**config.mk**
```make
export PLATFORM = sky130hd
export DESIGN_NAME = core_ctrl_status
export DESIGN_NICKNAME = d
export VERILOG_FILES = /design/src/rtl/csr_pkg.sv /design/src/rtl/csr_ie_ctl.sv /design/src/rtl/csr_sat_flag.sv /design/src/rtl/csr_ctl_field.sv /design/src/rtl/core_ctrl_status.sv
export SDC_FILE = /design/constraint.sdc
export NUM_CORES = 1
export LEC_CHECK = 0
export BUFFER_PORTS_ARGS = -buffer_cell sky130_fd_sc_hd__buf_2
export CORE_MARGIN = 2
export CORE_UTILIZATION = 36
export DETAILED_ROUTE_END_ITERATION = 8
export HOLD_SLACK_MARGIN = 0.06
export PLACE_DENSITY = 0.79
export SLEW_MARGIN = 20
export SYNTH_ARGS = -nofsm -noshare
export SYNTH_HDL_FRONTEND = slang
export SYNTH_SLANG_ARGS = --single-unit
```
**constraint.sdc**
```tcl
create_clock -name clk -period 1.7 [get_ports clk]
set_clock_uncertainty 0.15 [all_clocks]
set_input_delay 0.255 -clock clk [delete_from_list [all_inputs] [get_ports clk]]
set_output_delay 0.255 -clock clk [all_outputs]
set_load 0.01 [all_outputs]
```
**src/rtl/csr_pkg.sv**
```systemverilog
package csr_pkg;

    localparam int WORD_W   = 32;
    localparam int ID_W     = 8;
    localparam int PWR_W    = 6;
    localparam int CACHE_W  = 3;

    localparam int EN_BIT   = 0;
    localparam int PREV_BIT = 1;
    localparam int DC_LSB   = 2;
    localparam int PC_LSB   = DC_LSB + CACHE_W;
    localparam int END_BIT  = PC_LSB + CACHE_W;
    localparam int SAT_BIT  = END_BIT + 1;
    localparam int PWR_LSB  = SAT_BIT + 1;

    typedef struct packed {
        logic [ID_W-1:0]    cpu_id;
        logic [ID_W-1:0]    rev_id;
        logic [PWR_W-1:0]   pwr_ctl;
        logic               sat;
        logic               endian;
        logic [CACHE_W-1:0] pcache;
        logic [CACHE_W-1:0] dcache;
        logic               ie_prev;
        logic               ie_en;
    } csr_word_t;

    typedef enum logic [1:0] {
        EV_NONE,
        EV_WRITE,
        EV_TAKE,
        EV_RET
    } ie_event_e;

    function automatic ie_event_e pick_event(input logic take, input logic ret,
                                             input logic wr);
        if (take)     return EV_TAKE;
        else if (ret) return EV_RET;
        else if (wr)  return EV_WRITE;
        else          return EV_NONE;
    endfunction

endpackage

```
**src/rtl/csr_ie_ctl.sv**
```systemverilog
module csr_ie_ctl
    import csr_pkg::*;
(
    input  logic       clk,
    input  logic       rst,
    input  logic       wr,
    input  logic [1:0] wbits,
    input  logic       take,
    input  logic       ret,
    output logic       en,
    output logic       prev
);

    ie_event_e ev;

    always_comb begin
        ev = pick_event(take, ret, wr);
    end

    always_ff @(posedge clk) begin
        if (rst) begin
            en   <= 1'b0;
            prev <= 1'b0;
        end else begin
            unique case (ev)
                EV_TAKE: begin
                    prev <= en;
                    en   <= 1'b0;
                end
                EV_RET: begin
                    en   <= prev;
                end
                EV_WRITE: begin
                    en   <= wbits[0];
                    prev <= wbits[1];
                end
                default: begin
                    en   <= en;
                    prev <= prev;
                end
            endcase
        end
    end

endmodule

```
**src/rtl/csr_sat_flag.sv**
```systemverilog
module csr_sat_flag (
    input  logic clk,
    input  logic rst,
    input  logic wr,
    input  logic wbit,
    input  logic set,
    output logic flag
);

    always_ff @(posedge clk) begin
        if (rst)
            flag <= 1'b0;
        else if (set)
            flag <= 1'b1;
        else if (wr && !wbit)
            flag <= 1'b0;
    end

endmodule

```
**src/rtl/csr_ctl_field.sv**
```systemverilog
module csr_ctl_field #(
    parameter int W = 3
) (
    input  logic         clk,
    input  logic         rst,
    input  logic         wr,
    input  logic [W-1:0] wdata,
    output logic [W-1:0] q
);

    always_ff @(posedge clk) begin
        if (rst)
            q <= '0;
        else if (wr)
            q <= wdata;
    end

endmodule

```
**src/rtl/core_ctrl_status.sv**
```systemverilog
module core_ctrl_status
    import csr_pkg::*;
#(
    parameter logic [7:0] CPU_ID = 8'hA5,
    parameter logic [7:0] REV_ID = 8'h3C
) (
    input  logic        clk,
    input  logic        rst,
    input  logic        sw_wr,
    input  logic [31:0] sw_wdata,
    output logic [31:0] sw_rdata,
    input  logic        irq_take,
    input  logic        irq_ret,
    input  logic        sat_set,
    input  logic        endian_pin,
    output logic        irq_en_o
);

    logic               ie_en;
    logic               ie_prev;
    logic               sat_q;
    logic [PWR_W-1:0]   pwr_q;
    logic [CACHE_W-1:0] pc_q;
    logic [CACHE_W-1:0] dc_q;
    csr_word_t          word;
    logic               unused_wbits;

    assign unused_wbits = ^{sw_wdata[31:16], sw_wdata[END_BIT]};

    csr_ie_ctl u_ie (
        .clk   (clk),
        .rst   (rst),
        .wr    (sw_wr),
        .wbits ({sw_wdata[PREV_BIT], sw_wdata[EN_BIT]}),
        .take  (irq_take),
        .ret   (irq_ret),
        .en    (ie_en),
        .prev  (ie_prev)
    );

    csr_sat_flag u_sat (
        .clk  (clk),
        .rst  (rst),
        .wr   (sw_wr),
        .wbit (sw_wdata[SAT_BIT]),
        .set  (sat_set),
        .flag (sat_q)
    );

    csr_ctl_field #(.W(PWR_W)) u_pwr (
        .clk   (clk),
        .rst   (rst),
        .wr    (sw_wr),
        .wdata (sw_wdata[PWR_LSB +: PWR_W]),
        .q     (pwr_q)
    );

    csr_ctl_field #(.W(CACHE_W)) u_pc (
        .clk   (clk),
        .rst   (rst),
        .wr    (sw_wr),
        .wdata (sw_wdata[PC_LSB +: CACHE_W]),
        .q     (pc_q)
    );

    csr_ctl_field #(.W(CACHE_W)) u_dc (
        .clk   (clk),
        .rst   (rst),
        .wr    (sw_wr),
        .wdata (sw_wdata[DC_LSB +: CACHE_W]),
        .q     (dc_q)
    );

    always_comb begin
        word.cpu_id  = CPU_ID;
        word.rev_id  = REV_ID;
        word.pwr_ctl = pwr_q;
        word.sat     = sat_q;
        word.endian  = endian_pin;
        word.pcache  = pc_q;
        word.dcache  = dc_q;
        word.ie_prev = ie_prev;
        word.ie_en   = ie_en;
    end

    assign sw_rdata = word;
    assign irq_en_o = ie_en;

endmodule

```
==> out/qor.yml, run 1 <==
nNetsFinal: 160
io_pins: 72
place_congestion: 0.620
internal-power_mw: 0.529
slowest_stage: "dfxtp_1"
clkLatencyLatePin_ns: 0.27
cts_tree: "yes"
startpoint_type: "register"
start_util_pct: 38.7
wl_per_cell_um: 9.53
syn_inst: 81
ys_seq_area_share_pct: 38.8
critPathCaptureType: "output pin"
path_max_fanout: 4
netlist_area_um2: 774
crit_family: "flip-flops"
synth.top_cell.area_share_pct: 38.8
route.detailed.drc: 0
p_leak_nw: 0.521
hp-class: "input port to register"
rows: 16
post-dp-hpwl_mm: 1.06
critPathRequiredTime_ns: 1.29
finalSetupTns_ns: 0
fin_crit_sh_pct: 71.6
synth_seq_cells: 15
final_antenna_net_count: 0
power_mw: 0.720
area_growth_pct: 19.9
ir_drop_v: 0.000370
cts_root_buf: "clkbuf_4"
cts_buffers: 3
yosysUniqueCellTypes: 17
grt_antenna_before_repair: 0
gr-total-overflow: 0
switching_power_mw: 0.190
critical_path_class: "register to output pin"
seqPwrFrac_pct: 53.5
drv_cap: 0
die-area_mm2: 0.00254
die_w_um: 50.4
n_antenna_cell: 0
drive_above_1_share_pct: 34.2
ys_top_cells_by_area: "dfxtp_1, buf_4, mux2i_1, nor2_1, ha_1"
track_usage_pct: 12.0
period_needed_ns: 1.22
rsz0062_at_grt: "no"
cts_sinks: 15
portBuffers: 36
comb_power_share_pct: 19.6
crit_chain: "buf_2"
cp.arrival_ns: 0.81
path_buf_inv: 1
grt_first_pass_wirelength_mm: 2.34
cpPeakStageDelay_ns: 0.39
vias: 602
avgSynthCellArea_um2: 9.56
coreArea_mm2: 0.00200
dr.pass1.iters: 1
fmax_mhz: 821
ctsLongestPathBuffers: 2
finalSetupViolCount: 0
die_h_um: 50.4
finalWirelength_mm: 1.37
placed_area_um2: 862
post_cts.repair.setup_buffers: 0
powerDensity_mw_per_mm2: 775
drtIter0Drc: 0
grt_pass1_vias: 578
clk_pin_slew_worst_paths_ns: 0.08
yosysWarningCount: 0
stdcell_area_um2: 928
netSwitchingFraction_pct: 26.4
grt_max_degree: 16
report.final.slew_viol_count: 0
fillers: 208
hold_violations: 0
clkPwrFrac_pct: 27.0
outcome: "finished, final reports clean"
yosys.area.top_type: "dfxtp_1"
via_per_inst: 4.18
htree_levels: 1
## layout make-up
class,count,area (um^2),area share (%)
inverter,2,7.51,0.809
clock buffer,4,26.3,2.83
multi-input combinational,55,333,35.8
sequential,15,300,32.3
tap,27,33.8,3.64
timing repair buffer,41,228,24.5
## power by group through the flow
| stage | combinational (mW) | clock, mW | sequential (mW) |
|---|---|---|---|
| final | 0.141 | 0.194 | 0.385 |
| after CTS | 0.141 | 0.208 | 0.385 |
| after global placement | 0.129 | 0 | 0.391 |
| after global routing | 0.158 | 0.229 | 0.388 |
| after floorplan | 0.113 | 0 | 0.401 |
| after detailed placement | 0.135 | 0 | 0.392 |
## cells in the mapped netlist
cell type	count
a211oi_1	1
a21oi_1	1
a221oi_1	1
buf_12	1
buf_2	1
buf_4	20
buf_6	1
conb_1	2
dfxtp_1	15
ha_1	3
inv_1	2
mux2i_1	13
nand2b_1	1
nor2_1	16
nor2b_1	1
nor3_1	1
or2_1	1
## layer usage
metal	track usage, %	vias up	wire [um]
li1	-	296	-
met1	13.2	265	548
met2	22.4	41	689
met3	2.68	0	134
met4	4.05	0	0
met5	0	-	0
## registers in the layout, summed over array words and instances, names as in the netlist
name,count
u_ie.en,1
u_pwr.q,6
u_dc.q,3
u_ie.prev,1
u_sat.flag,1
u_pc.q,3
## cell usage in the layout, fill, tap and decap left out
cell	count
buf_2	36
nor2_1	16
conb_1	16
dfxtp_1	15
mux2i_1	13
dlygate4sd3_1	4
ha_1	3
clkbuf_4	3
inv_1	2
or2_1	1
nand2b_1	1
a21oi_1	1
a211oi_1	1
a221oi_1	1
nor2b_1	1
nor3_1	1
clkbuf_1	1
buf_4	1
## kinds of logic (layout without fill, tap and decap cells)
family / count (synthesis) / after routing / synth area share, %
DFF: 15 / 15 / 38.8
muxes: 13 / 13 / 16.8
buffers and inverters: 25 / 47 / 25.0
adders and majority gates: 3 / 3 / 4.85
AOI/OAI and AO/OA: 3 / 3 / 2.75
other: 2 / 16 / 0.970
and+or+nand+nor: 20 / 20 / 10.8
## worst paths after layout
path                 from  slack (ns)          end  cells after the start
max               u_ie.en        0.48  sw_rdata[0]                      1
min          sw_wdata[11]        0.07   u_pwr.q[1]                      3
max reg2reg       u_ie.en        0.76    u_ie.prev                      2
min reg2reg    u_sat.flag        0.34   u_sat.flag                      2
## stage by stage
stage | std cells | hold WS [ns] | utilization (%) | worst slack, ns
after global placement | 136 | 0.309 | 43.1 | 0.253
after global routing | 144 | 0.0735 | 46.4 | 0.366
after CTS | 143 | 0.0624 | 45.9 | 0.463
after floorplan | 95 | 0.177 | - | 0.286
final | 144 | 0.0708 | 46.4 | 0.483
after detailed placement | 136 | 0.322 | 43.1 | 0.187
## timing repair
item,in CTS,in global routing
resized for setup,0,0
setup endpoints to repair,0,0
hold buffers,3,1
hold endpoints to repair,3,1
No activity file was read; power rests on OpenSTA's default activity.
==> inputs of run 2 (changes only) <==
ABC_AREA = 1   (was unset)
CORE_UTILIZATION = 32   (was 36)
PLACE_DENSITY = 0.74   (was 0.79)
clock period = 1 ns   (was 1.7 ns; I/O delays follow)
==> run 2 against run 1 <==
- the run now ends with negative setup slack left
- setup slack got worse by 0.54 ns
- cell count up 28%
- area after synthesis is 1.8% higher
- global-route usage grew 2.8 points
- wire length rose by 51%
- sequential share of layout area fell by 7.2 points
==> out/qor.yml, run 2 <==
hold_violations: 0
syn_inst: 106
ys.flop_type: "dfxtp_1"
startpoint_type: "register"
failed_checks: "negative setup slack"
via_per_inst: 4.15
reg2reg_depth: 5
drt-met1-wl_um: 746
drtIter0Drc: 16
io_pins: 72
hold_depth: 5
synth_async_sr_flop_share_pct: 0
report.final.slew_viol_count: 0
post-dp-hpwl_mm: 1.30
n_antenna_cell: 0
period_needed_ns: 1.06
rrSetupSlack_ns: 0.03
mostFrequentLayoutCells: "nor2_1, buf_2, conb_1, dlygate4sd3_1, buf_6"
cts_root_buf: "clkbuf_4"
largest_reg_flops: 6
preCtsSetupSlack_ns: -0.348
track_usage_pct: 14.8
cpPeakStageDelay_ns: 0.37
regMostFlops: "u_pwr.q"
place_congestion: 0.714
synth.top_cell.area_share_pct: 38.1
grt_pass1_vias: 659
slowest_stage: "dfxtp_2"
fmax_mhz: 943
gr-total-overflow: 0
grt_antenna_before_repair: 0
wl_per_cell_um: 11.2
layout_commonest_cell: "nor2_1"
htree_levels: 1
coreArea_mm2: 0.00228
min_to: "u_ie.en"
die-area_mm2: 0.00288
rr_endpoint: "u_ie.prev"
die_w_um: 53.6
portBuffers: 36
p_leak_nw: 0.633
critical_path_class: "register to output pin"
cts_buffers: 3
dr.pass1.iters: 4
setup_ws_ns: -0.0609
ir_drop_v: 0.000794
grt_first_pass_wirelength_mm: 2.88
crit_family: "flip-flops"
top_layer_used: "met4"
path_buf_inv: 1
regToRegStartpoint: "u_ie.en"
cp.arrival_ns: 0.76
path_max_fanout: 3
clk_pin_slew_worst_paths_ns: 0.09
ys_seq_area_share_pct: 38.1
cts_sinks: 15
vias: 768
crit_chain: "buf_6"
synth_common_cells: "nor2_1, buf_4, dfxtp_1"
avgSynthCellArea_um2: 7.44
start_util_pct: 34.6
hp-start: "sw_wdata[0]"
powerDensity_mw_per_mm2: 1120
yosysMostFrequentCell: "nor2_1"
yosys.area.top_type: "dfxtp_1"
outcome: "finished, violations left"
synth_seq_cells: 15
fin_crit_sh_pct: 106
yosysWarningCount: 0
drv_cap: 0
area_growth_pct: 61.1
cts_tree: "yes"
final_antenna_net_count: 0
netlist_area_um2: 788
ys_top_cells_by_area: "dfxtp_1, buf_4, nor2_1, o21ai_1, ha_1"
critPathRequiredTime_ns: 0.70
reg_top3: "u_pwr.q (6), u_dc.q (3), u_pc.q (3)"
synth-edff-count: 0
finalSetupViolCount: 16
clkLatencyLatePin_ns: 0.28
route.detailed.drc: 0
rsz0062_at_grt: "yes"
critPathCaptureType: "output pin"
finalWirelength_mm: 2.07
die_h_um: 53.6
yosysUniqueCellTypes: 15
ctsLongestPathBuffers: 2
rows: 17
nNetsFinal: 200
grt_max_degree: 15
drive_above_1_share_pct: 46.5
finalSetupTns_ns: -0.454
wl_met2_mm: 1.14
dr_wl_met3_um: 137
hp-class: "input port to register"
run 2: logic make-up after synthesis:
group           count (synthesis)  synth area share [%]
fa+ha+maj                       3                  4.76
flops                          15                  38.1
other cells                     2                 0.953
compound gates                 14                  8.89
simple gates                   40                  20.2
buf+inv                        32                  27.1
run 2: tightest hold or removal path, cell delays in order:
cell and delay, ns:
buf_2 0.07, nand2_1 0.04, nand2_1 0.06, nor2_1 0.04, nor2_1 0.08
run 2: stage by stage:
stage | hold WS [ns] | power [mW] | util (%) | instances | instance area [um^2]
finish | 0.0524 | 1.42 | 55.8 | 185 | 1270
global route | 0.110 | 1.51 | 55.8 | 185 | 1270
CTS | 0.0383 | 1.40 | 53.3 | 185 | 1210
detailed placement | 0.150 | 0.930 | 39.3 | 162 | 893
global placement | 0.150 | 0.918 | 39.3 | 162 | 893
floorplan | 0.0691 | 0.887 | - | 120 | 851
run 2: cell type report:
cell class	instances	area (um^2)
clock buffer	4	26.3
fill	221	1010
inverter	9	33.8
multi-input combinational	73	380
timing repair buffer	56	475
tap	28	35.0
sequential	15	319
run 2: worst max-delay path by stage:
stage	depth (start not counted)	slack [ns]	end	startpoint
after floorplan	8	-0.1	u_ie.prev	sw_wr
after global placement	9	-0.25	u_ie.prev	sw_wr
after detailed placement	9	-0.35	u_ie.prev	sw_wr
after CTS	1	-0.07	irq_en_o	u_ie.en
after global routing	1	-0.1	sw_rdata[0]	u_ie.en
final	1	-0.06	sw_rdata[0]	u_ie.en
run 2: routing by layer:
metal  up-vias  GRT usage (%)
met4         0           5.13
met2        38           29.4
met1       335           13.3
met5         -              0
li1        391              -
met3         4           5.56
run 2: power by group:
group	switching, mW	total (mW)	internal [mW]
combinational	0.183	0.398	0.215
sequential	0.0317	0.680	0.649
clock	0.188	0.343	0.155
run 2: what timing repair did:
action | CTS | global route
gates cloned | 0 | 0
pin swaps | 1 | 5
setup buffers | 3 | 1
resized for setup | 30 | 14
setup endpoints to repair | 17 | 19
hold buffers | 16 | 0
hold endpoints to repair | 15 | 0
==> inputs of run 3 (changes only) <==
CELL_PAD_IN_SITES_DETAIL_PLACEMENT = 1   (was unset)
CELL_PAD_IN_SITES_GLOBAL_PLACEMENT = 2   (was unset)
CORE_UTILIZATION = 15   (was 32)
PLACE_DENSITY = unset   (was 0.74)
PLACE_DENSITY_LB_ADDON = 0.1   (was unset)
==> run 3 against run 2 <==
- the flow still finishes with violations (negative setup slack)
- design area is 4.6% higher
- critical path depth stayed put
- fmax is 3.5% higher
- largest power group unchanged
- worst hold slack worse by 0.037 ns
- total power is 10% higher
- critical endpoint is now irq_en_o
- count of clock-buffer cells in the layout is 1 lower
- utilization is 30 points lower
- first-iteration DRC count is 63% lower
- highest routed layer unchanged
- sequential share of layout area is 0.92 points lower
- critical path type unchanged
- sequential cell count stayed put
==> out/qor.yml, run 3 (same netlist as run 2, synthesis figures left out) <==
outcome: "finished, violations left"
failed_checks: "negative setup slack"
die_h_um: 76.5
slowest_stage: "dfxtp_4"
route.detailed.drc: 0
fmax_mhz: 976
n_antenna_cell: 0
largest_reg_flops: 6
critPathRequiredTime_ns: 0.70
regMostFlops: "u_pwr.q"
finalSetupViolCount: 2
cts_tree: "yes"
path_buf_inv: 1
hold_depth: 4
post-dp-hpwl_mm: 1.62
report.final.slew_viol_count: 0
fin_cells: 226
grt_pass1_vias: 807
clkLatencyLatePin_ns: 0.25
p_leak_nw: 0.637
rrSetupSlack_ns: 0.05
grt_max_degree: 15
netSwitchingFraction_pct: 27.6
wl_per_cell_um: 10.2
clk_pin_slew_worst_paths_ns: 0.07
comb_power_share_pct: 24.9
ir_drop_v: 0.000584
finalWirelength_mm: 2.32
seqPwrFrac_pct: 43.4
nNetsFinal: 199
internal-power_mw: 1.13
critical_path_class: "register to output pin"
period_needed_ns: 1.02
place_congestion: 0.689
switching_power_mw: 0.432
clkPwrFrac_pct: 31.7
area_growth_pct: 68.6
cp.arrival_ns: 0.72
track_usage_pct: 8.37
die_w_um: 76.5
drive_above_1_share_pct: 46.8
via_per_inst: 3.44
cts_sinks: 15
vias: 777
hp-start: "rst"
mostFrequentLayoutCells: "nor2_1, buf_2, conb_1, buf_6, dlygate4sd3_1"
startpoint_type: "register"
drv_cap: 0
regToRegStartpoint: "u_ie.en"
rr_endpoint: "u_ie.en"
grt_antenna_before_repair: 0
reg_top3: "u_pwr.q (6), u_dc.q (3), u_pc.q (3)"
fin_crit_sh_pct: 102
min_to: "u_ie.prev"
portBuffers: 36
cts_buffers: 3
preCtsSetupSlack_ns: -0.308
hold_violations: 0
htree_levels: 1
grt_first_pass_wirelength_mm: 3.87
dr.pass1.iters: 3
rsz0062_at_grt: "yes"
final_antenna_net_count: 0
reg2reg_depth: 3
layout_commonest_cell: "nor2_1"
power_mw: 1.57
path_max_fanout: 3
coreArea_mm2: 0.00507
start_util_pct: 15.5
rows: 26
crit_family: "flip-flops"
critPathCaptureType: "output pin"
ctsLongestPathBuffers: 2
cpPeakStageDelay_ns: 0.36
drtIter0Drc: 6
dp_cells: 206
crit_chain: "buf_6"
io_pins: 72
gr-total-overflow: 0
setup_ws_ns: -0.0248
powerDensity_mw_per_mm2: 1180
hp-class: "input port to register"
die-area_mm2: 0.00585
cts_root_buf: "clkbuf_8"
## run 3: changes by cell type in the layout (fill, tap and decap cells not counted), moves of 2 or more
cell and delta:
clkbuf_8 +3, nor2_1 -2, nand2_1 +3, nor2_2 +2
clkbuf_4 -3, nand2_2 -3
## run 3: area by class of cell
| type | instances | area (um^2) |
|---|---|---|
| inverters | 9 | 33.8 |
| fillers | 627 | 3750 |
| multi-input cells | 73 | 374 |
| flip-flops and latches | 15 | 322 |
| clock inverters | 1 | 5.00 |
| repair buffers | 55 | 465 |
| well taps | 70 | 87.6 |
| clock buffers | 3 | 41.3 |
## run 3: timing repair
| item | CTS | global route |
|---|---|---|
| setup buffers | 2 | 0 |
| gates resized for setup | 32 | 12 |
| pin swaps | 0 | 4 |
| setup endpoints to repair | 17 | 21 |
| hold buffers | 15 | 1 |
| hold endpoints to repair | 14 | 1 |
## run 3: worst max-delay path by stage
stage            start        end  slack [ns]  depth (start not counted)
5_1_grt        u_ie.en   irq_en_o       -0.06                          1
3_3_place_gp     sw_wr  u_ie.prev       -0.28                          9
4_1_cts        u_ie.en   irq_en_o       -0.04                          1
2_1_floorplan    sw_wr  u_ie.prev        -0.1                          8
6_report       u_ie.en   irq_en_o       -0.02                          1
3_5_place_dp     sw_wr  u_ie.prev       -0.31                          9
## run 3: power by group through the flow
stage	registers, mW	clock network [mW]	logic, mW
6_report	0.680	0.496	0.390
5_1_grt	0.688	0.564	0.433
4_1_cts	0.679	0.532	0.374
3_5_place_dp	0.678	0	0.267
3_3_place_gp	0.678	0	0.264
2_1_floorplan	0.692	0	0.195
## run 3: metrics by stage
| stage | utilization, % | hold slack (ns) | cell area (um^2) | TNS [ns] |
|---|---|---|---|---|
| floorplan | - | 0.0691 | 851 | -0.0963 |
| global placement | 18.9 | 0.150 | 961 | -1.79 |
| detailed placement | 18.9 | 0.150 | 961 | -1.97 |
| CTS | 25.5 | 0.0517 | 1290 | -0.0924 |
| global route | 26.2 | 0.0415 | 1330 | -0.385 |
| finish | 26.2 | 0.0158 | 1330 | -0.0494 |
## run 3: per-layer routing
| metal | global-route usage, % | up-vias | share of wire [%] |
|---|---|---|---|
| met5 | 0 | - | 0 |
| met4 | 2.18 | 0 | 1.2 |
| met3 | 2.96 | 2 | 5.7 |
| met2 | 15.2 | 35 | 53 |
| met1 | 9.20 | 354 | 40 |
| li1 | - | 386 | - |
